**config.mk**
```make
export PLATFORM = sky130hd
export DESIGN_NAME = vsrc_failover
export DESIGN_NICKNAME = d
export VERILOG_FILES = /design/src/rtl/vsrc_failover_pkg.sv /design/src/rtl/vsf_stab_timer.sv /design/src/rtl/vsf_hold_timer.sv /design/src/rtl/vsf_level_sel.sv /design/src/rtl/vsrc_failover.sv
export SDC_FILE = /design/constraint.sdc
export NUM_CORES = 1
export LEC_CHECK = 0
export ABC_AREA = 1
export BUFFER_PORTS_ARGS = -buffer_cell sky130_fd_sc_hd__buf_4
export CAP_MARGIN = 20
export CORE_MARGIN = 5
export CORE_UTILIZATION = 45
export DETAILED_ROUTE_END_ITERATION = 10
export PLACE_DENSITY = 0.71
export SLEW_MARGIN = 10
export SYNTH_ARGS = -nofsm -noshare
export SYNTH_HDL_FRONTEND = slang
export SYNTH_HIERARCHICAL = 1
export SYNTH_SLANG_ARGS = --single-unit
```
**constraint.sdc**
```tcl
create_clock -name clk -period 3.5 [get_ports clk]
set_input_delay 0.7 -clock clk [delete_from_list [all_inputs] [get_ports clk]]
set_output_delay 0.7 -clock clk [all_outputs]
set_load 0.005 [all_outputs]
```
**src/rtl/vsrc_failover_pkg.sv**
```systemverilog
package vsrc_failover_pkg;

    localparam int NUM_LEVELS = 3;
    localparam int LVL_W      = 2;
    localparam int NUM_PHYS   = 2;

    typedef logic [2:0] src_code_t;

    localparam src_code_t SRC_ELEC = 3'd0;
    localparam src_code_t SRC_OPT  = 3'd1;
    localparam src_code_t SRC_GEN  = 3'd2;
    localparam src_code_t SRC_MUTE = 3'd3;
    localparam src_code_t SRC_NONE = 3'd4;

    typedef struct packed {
        logic listed;
        logic phys;
        logic ok;
        logic qual;
    } lvl_info_t;

    function automatic logic code_listed(input src_code_t c);
        return c < SRC_NONE;
    endfunction

    function automatic logic code_phys(input src_code_t c);
        return c <= SRC_OPT;
    endfunction

    function automatic logic code_soft(input src_code_t c);
        return (c == SRC_GEN) || (c == SRC_MUTE);
    endfunction

endpackage

```
**src/rtl/vsf_stab_timer.sv**
```systemverilog
module vsf_stab_timer
    import vsrc_failover_pkg::*;
#(
    parameter int TIME_W = 12
) (
    input  logic              clk,
    input  logic              rst,
    input  logic              tick,
    input  logic              healthy,
    input  logic [TIME_W-1:0] lock_ms,
    output logic              qualified
);
    localparam logic [TIME_W-1:0] CNT_MAX = '1;

    logic [TIME_W-1:0] cnt;

    always_ff @(posedge clk) begin
        if (rst || !healthy) begin
            cnt <= '0;
        end else if (tick && cnt != CNT_MAX) begin
            cnt <= cnt + 1'b1;
        end
    end

    assign qualified = healthy && (cnt >= lock_ms);
endmodule

```
**src/rtl/vsf_hold_timer.sv**
```systemverilog
module vsf_hold_timer
    import vsrc_failover_pkg::*;
#(
    parameter int TIME_W = 12
) (
    input  logic              clk,
    input  logic              rst,
    input  logic              tick,
    input  logic              failing,
    input  logic              restart,
    input  logic [TIME_W-1:0] hold_ms,
    output logic              expired
);
    localparam logic [TIME_W-1:0] CNT_MAX = '1;

    logic [TIME_W-1:0] miss;

    always_ff @(posedge clk) begin
        if (rst || restart || !failing) begin
            miss <= '0;
        end else if (tick && miss != CNT_MAX) begin
            miss <= miss + 1'b1;
        end
    end

    assign expired = failing && (miss >= hold_ms);
endmodule

```
**src/rtl/vsf_level_sel.sv**
```systemverilog
module vsf_level_sel
    import vsrc_failover_pkg::*;
(
    input  logic             clk,
    input  logic             rst,
    input  lvl_info_t        info [NUM_LEVELS],
    input  logic             latched,
    input  logic             latch_clr,
    input  logic             hold_expired,
    output logic [LVL_W-1:0] level,
    output logic             level_move
);
    logic [LVL_W-1:0] nxt, below_idx, lowest_idx, rec_idx, top_idx;
    logic             below_found, rec_found, top_found;
    logic             cur_ok, cur_phys;

    always_comb begin
        cur_ok     = info[level].ok;
        cur_phys   = info[level].phys;
        below_found = 1'b0;
        below_idx   = '0;
        rec_found   = 1'b0;
        rec_idx     = '0;
        top_found   = 1'b0;
        top_idx     = '0;
        lowest_idx  = '0;
        for (int i = 0; i < NUM_LEVELS; i++) begin
            if (info[i].listed) lowest_idx = LVL_W'(i);
        end
        for (int i = NUM_LEVELS - 1; i >= 0; i--) begin
            if (i > int'(level) && info[i].ok) begin
                below_found = 1'b1;
                below_idx   = LVL_W'(i);
            end
            if (i < int'(level) && info[i].qual &&
                (!latched || (!cur_phys && info[i].phys))) begin
                rec_found = 1'b1;
                rec_idx   = LVL_W'(i);
            end
            if (info[i].qual) begin
                top_found = 1'b1;
                top_idx   = LVL_W'(i);
            end
        end

        if (latch_clr) begin
            nxt = top_found ? top_idx : lowest_idx;
        end else if (rec_found) begin
            nxt = rec_idx;
        end else if (!cur_ok && hold_expired) begin
            nxt = below_found ? below_idx : lowest_idx;
        end else begin
            nxt = level;
        end
    end

    assign level_move = (nxt != level);

    always_ff @(posedge clk) begin
        if (rst) level <= '0;
        else     level <= nxt;
    end
endmodule

```
**src/rtl/vsrc_failover.sv**
```systemverilog
module vsrc_failover
    import vsrc_failover_pkg::*;
#(
    parameter int TIME_W = 12
) (
    input  logic              clk,
    input  logic              rst,
    input  logic              tick_1ms,
    input  logic              elec_present,
    input  logic              elec_locked,
    input  logic              opt_present,
    input  logic              opt_locked,
    input  logic              auto_mode,
    input  logic [2:0]        manual_src,
    input  logic [2:0]        prio_main,
    input  logic [2:0]        prio_bk1,
    input  logic [2:0]        prio_bk2,
    input  logic              rule_lol,
    input  logic              latch_en,
    input  logic              latch_clr,
    input  logic [TIME_W-1:0] hold_ms,
    input  logic [TIME_W-1:0] lock_ms,
    output logic [2:0]        sel_src,
    output logic [1:0]        sel_level
);
    src_code_t        list [NUM_LEVELS];
    lvl_info_t        info [NUM_LEVELS];
    logic [NUM_PHYS-1:0] phys_ok, phys_qual;
    logic [NUM_PHYS-1:0] pres, lck;
    logic [LVL_W-1:0] level;
    logic             level_move, hold_expired, latched;

    assign pres    = {opt_present, elec_present};
    assign lck     = {opt_locked,  elec_locked};
    assign latched = latch_en || rule_lol;

    always_comb begin
        list[0] = auto_mode ? prio_main : manual_src;
        list[1] = auto_mode ? prio_bk1  : SRC_NONE;
        list[2] = auto_mode ? prio_bk2  : SRC_NONE;
    end

    for (genvar p = 0; p < NUM_PHYS; p++) begin : g_phys
        assign phys_ok[p] = pres[p] && (lck[p] || !rule_lol);
        vsf_stab_timer #(.TIME_W(TIME_W)) u_stab (
            .clk       (clk),
            .rst       (rst),
            .tick      (tick_1ms),
            .healthy   (phys_ok[p]),
            .lock_ms   (lock_ms),
            .qualified (phys_qual[p])
        );
    end

    for (genvar l = 0; l < NUM_LEVELS; l++) begin : g_lvl
        always_comb begin
            info[l].listed = code_listed(list[l]);
            info[l].phys   = code_phys(list[l]);
            if (code_phys(list[l])) begin
                info[l].ok   = phys_ok[list[l][0]];
                info[l].qual = phys_qual[list[l][0]];
            end else begin
                info[l].ok   = code_soft(list[l]);
                info[l].qual = code_soft(list[l]);
            end
        end
    end

    vsf_hold_timer #(.TIME_W(TIME_W)) u_hold (
        .clk     (clk),
        .rst     (rst),
        .tick    (tick_1ms),
        .failing (!info[level].ok),
        .restart (level_move),
        .hold_ms (hold_ms),
        .expired (hold_expired)
    );

    vsf_level_sel u_sel (
        .clk          (clk),
        .rst          (rst),
        .info         (info),
        .latched      (latched),
        .latch_clr    (latch_clr),
        .hold_expired (hold_expired),
        .level        (level),
        .level_move   (level_move)
    );

    assign sel_src   = list[level];
    assign sel_level = level;
endmodule

```
After elaboration in Yosys (flattened, before gate mapping)
Index checks and enable logic that the tools add are counted.
{"block": "word_totals", "input_bits": 47, "register_bits": 38, "output_inout_bits": 5}
{"block": "op_classes", "muxes": 47, "n_eq_ne": 10, "n_reduce_logical": 39, "addsub": 3, "n_bitwise": 1, "n_lt_le_gt_ge": 18}
{"op": "12-bit by 1-bit adder with 12-bit output (second input constant)", "count": 3}
{"op": "12-bit greater-or-equal comparator", "count": 3}
{"op": "12-bit inequality test (second input constant)", "count": 3}
{"op": "2-bit 2-to-1 mux", "count": 17}
{"op": "1-bit 2-to-1 mux", "count": 21}
{"op": "3-bit 2-to-1 mux", "count": 7}
{"op": "1-bit logical AND", "count": 20}
{"op": "3-bit by 2-bit == test with 1-bit output (second input constant)", "count": 6}
{"op": "1-bit logical OR", "count": 13}
{"op": "3-bit by 1-bit less-or-equal comparator with 1-bit output (second input constant)", "count": 3}
{"op": "3-bit < comparator (second input constant)", "count": 3}
{"op": "4-bit binary-select mux with 2-bit select", "count": 1}
{"op": "3-bit binary-select mux with 2-bit select", "count": 1}
{"op": "1-bit logical NOT", "count": 6}
{"op": "1-bit by 2-bit < comparator with 1-bit output (second input constant)", "count": 3}
{"op": "1-bit by 2-bit < comparator with 1-bit output (first input constant)", "count": 2}
{"op": "3-bit greater-or-equal comparator (second input constant)", "count": 1}
{"op": "2-bit NOT with 3-bit output", "count": 1}
{"op": "1-bit by 2-bit greater-than comparator with 1-bit output (first input constant)", "count": 1}
{"op": "2-bit greater-than comparator (first input constant)", "count": 1}
{"op": "2-bit < comparator (first input constant)", "count": 1}
{"op": "2-bit inequality test", "count": 1}

Depth between registers and ports, before layout
{"block": "depth", "word_depth": 22, "depth_mapped": 29}

Hierarchy
The synthesis kept the hierarchy.
{"module": "vsf_stab_timer", "area_each_um2": 1018.5, "cells_per_inst": 157, "n_inst": 2, "seq_area_each_um2": 240.2}
{"module": "vsf_hold_timer", "area_each_um2": 992.2, "cells_per_inst": 152, "n_inst": 1, "seq_area_each_um2": 240.2}
{"module": "vsrc_failover", "area_each_um2": 409.1, "cells_per_inst": 84, "n_inst": 1, "seq_area_each_um2": 0.0}
{"module": "vsf_level_sel", "area_each_um2": 351.6, "cells_per_inst": 69, "n_inst": 1, "seq_area_each_um2": 40.0}

Worst setup path before layout
No wires, ideal clock.
{"block": "synth_timing", "kind": "input to register", "from": "input lock_ms[7]", "to": "register u_hold.miss[6]", "setup_slack_ns": 0.402, "t_arrival_ns": 3.040, "stages": 25, "setup_time_ns": 0.058, "cell_sequence": "inv_1 -> ha_1 -> nand2_1 -> inv_1 -> nand3_1 -> nor2_1 -> nand2_1 -> a21oi_1 -> nand3_1 -> a21oi_1 -> inv_1 -> nor3_1 -> nand2_1 -> nand2_1 -> nand2_1 -> nand2_2 -> nand2_1 -> nand2_1 -> nand2_1 -> inv_1 -> nand2_1 -> nor3_4 -> inv_1 -> a21oi_1 -> o21a_1"}
{"element": "start, declared", "line_no": "vsrc_failover.sv:22", "source": "input logic [TIME_W-1:0] lock_ms,"}
{"element": "end signal, assigned", "line_no": "vsf_hold_timer.sv:22", "source": "miss <= miss + 1'b1;"}
{"element": "end, declared", "line_no": "vsf_hold_timer.sv:16", "source": "logic [TIME_W-1:0] miss;"}

==> flow_metrics.tcl <==
set metrics [dict create \
    die_height_um 102 \
    htree_levels 2 \
    path_clk_slew_ns 0.09 \
    clk_latency_ns 0.30 \
    drive_gt1_share_pct 16.5 \
    drt_iter0_markers 175 \
    end_kind "flip-flop" \
    rows 33 \
    syn_area_um2 3790 \
    hold_depth 2 \
    async_flop_share_pct 0 \
    ff2ff_setup_slack_ns 0.55 \
    grt_max_degree 25 \
    grt_pass1_wl_um 14800 \
    synthTopCellsByArea "dfxtp_1 20%, nand2_1 17%, ha_1 13%" \
    grt_pass1_vias 3630 \
    synth_cell_types 33 \
    maxSlewHeadroom_pct 41.9 \
    synthTopCellsByCount "168 x nand2_1, 104 x inv_1, 73 x nor2_1" \
    wl_per_cell_um 11.3 \
    cp.required_ns 3.75 \
    wl_um 8770 \
    core_area_um2 8220 \
    worst_hold_path_type "flip-flop to flip-flop" \
    start_util_pct 46.1 \
    ys_seq_elements 38 \
    p_per_area_nw_per_um2 257 \
    dr_total_vias 3905 \
    max_freq_mhz 325 \
    r2r-end "u_hold/miss[6]$_SDFFE_PP0P_" \
    maxCapViolCount 0 \
    cts_made_buffers 5 \
    synth.most_common_cell "nand2_1" \
    rsz0062_at_grt "no" \
    synth_fp_nets 705 \
    syn_inst 619 \
    min_period_ns 3.07 \
    worst_slew_pin_slew_ns 0.868 \
    netlist.top_cell.by_area "dfxtp_1" \
    syn2layout_area_growth_pct 15.7 \
    yosysSeqAreaShare_pct 20.1 \
    cts_sinks 38 \
    p_leak_nw 2.24 \
    antenna_left 0 \
    worstHoldEndpoint "u_hold/miss[0]$_SDFFE_PP0P_" \
    status "finished, final reports clean" \
    grt_overflow 0 \
    ir_drop_uv 201 \
    viasPerCell 5.03 \
    r2r-start "g_phys[0].u_stab/cnt[0]$_SDFFE_PP0P_" \
    dp_hpwl_um 7000 \
    first_pass_iters 4 \
    path_class "input pin to flip-flop" \
    cts.path.max_buffers 2 \
    route.detailed.drc 0 \
    clock_skew_ns 0.00953 \
    min_from "u_hold/miss[0]$_SDFFE_PP0P_" \
    crit_path_max_fanout 5 \
    crit_arrival_ns 3.33 \
    die_area_um2 10400 \
    nets 756 \
    place.gp.congestion 0.897 \
    cp-startpoint "lock_ms[11]" \
    period_share_pct 87.8 \
    dieWidth_um 102 \
    tritoncts "built" \
    final_max_slew_viol_count 0 \
    setup_violations 0 \
    diodes 0 \
    rr_worst_depth 25 \
    cp-start-kind "input pin" \
    fin_util_pct 53.4 \
    stdcell_count 776 \
    dpl.cell_count 768 \
    final-hold-violation-count 0 \
    antenna_found_initial 0 \
    cts_root_buffer "clkbuf_8" \
    io-pin-count 52 \
    port_buffers 51 \
    synth_edf_count 0 \
    synthFlopType "dfxtp_1" \
    final.setup.tns_ns 0 \
    yosys.area.top_type_share_pct 20.1 \
    yosysWarnings 6 \
    track_usage_pct 17.1 \
    avgSynthCellArea_um2 6.12 \
]
## flip-flops by register name, summed over array words and instances (netlist names)
register	flops
u_sel/level	2
g_phys.u_stab/cnt	24
u_hold/miss	12
## metrics by stage
stage	area, um^2	hold WS [ns]	worst slack, ns	total power [W]
after global placement	4240	0.495	0.0875	0.000672
after global routing	4380	0.542	0.0308	0.00119
final	4380	0.520	0.427	0.00113
after floorplan	3790	0.481	0.402	0.000590
after detailed placement	4240	0.514	0.0559	0.000678
after CTS	4380	0.525	0.388	0.00114
## cell families (layout without fill, tap and decap cells)
group	after synthesis	after routing	synth area share, %
AOI/OAI and AO/OA	68	68	9.64
DFF	38	38	20.1
buffers and inverters	124	176	13.7
adders and majority gates	39	39	12.9
and+or+nand+nor	348	348	43.3
xor gates and xnor gates	2	2	0.462
## worst max-delay path, cell delays in order
cell and delay [ns]:
buf_4 0.09, inv_1 0.04, ha_1 0.31, nand4_1 0.16
a21oi_1 0.17, nor2_1 0.07, a21oi_2 0.19, nand3_1 0.11
a21oi_1 0.20, inv_1 0.07, nor3_1 0.13, nand2_1 0.09
nand2_1 0.06, nand2_1 0.05, nand2_2 0.07, nand2_1 0.05
nand2_1 0.05, nand2_1 0.05, inv_1 0.04, nand2_1 0.07
nor3_4 0.19, inv_1 0.12, a21oi_1 0.13, o21a_1 0.13
## layout by cell type (no fill, tap or decap), types with 3 or more instances in the layout
cell type,n
nor2_1,73
inv_2,9
nand3b_1,9
nor2_4,5
inv_1,104
nand2_1,168
a31oi_1,3
nand3_1,43
nand2_2,7
nand4_1,8
dfxtp_1,38
nor2_2,6
buf_4,53
ha_1,39
clkbuf_8,5
nor3_1,8
nand3_2,11
o21ai_0,15
a21oi_1,44
## how the worst max path moves through the flow
stage,end,cells after the start
after global routing,u_hold/miss[1]$_SDFFE_PP0P_,24
after floorplan,u_hold/miss[6]$_SDFFE_PP0P_,25
after detailed placement,u_hold/miss[6]$_SDFFE_PP0P_,24
after global placement,u_hold/miss[6]$_SDFFE_PP0P_,24
final,u_hold/miss[6]$_SDFFE_PP0P_,24
after CTS,u_hold/miss[6]$_SDFFE_PP0P_,24
## routing by layer
metal | up-vias | wire, um | GRT usage (%)
li1 | 2065 | - | -
met1 | 1757 | 4030 | 21.1
met2 | 74 | 4280 | 31.0
met3 | 9 | 370 | 2.82
met4 | 0 | 79 | 3.99
met5 | - | 0 | 0
## report_power, final
group / internal [W] / leakage [nW] / switching [W]
Sequential: 0.000436 / 0.307 / 0.00000566
Combinational: 0.0000977 / 1.86 / 0.000128
Clock: 0.000286 / 0.0683 / 0.000174
## final cells by class
class                           count  area (um^2)
Inverter                          115          442
Multi-Input combinational cell    457         2510
Sequential cell                    38          761
Tap cell                          105          131
Timing Repair Buffer               53          398
Clock buffer                        5         68.8
Fill cell                         833         3830
Clock inverter                      3         68.8
## timing repair
item	in CTS	in global routing
setup buffers	0	0
endpoints found under the setup margin	0	2
hold buffers	0	0
resized for setup	0	1
(Power assumes the default switching activity.)
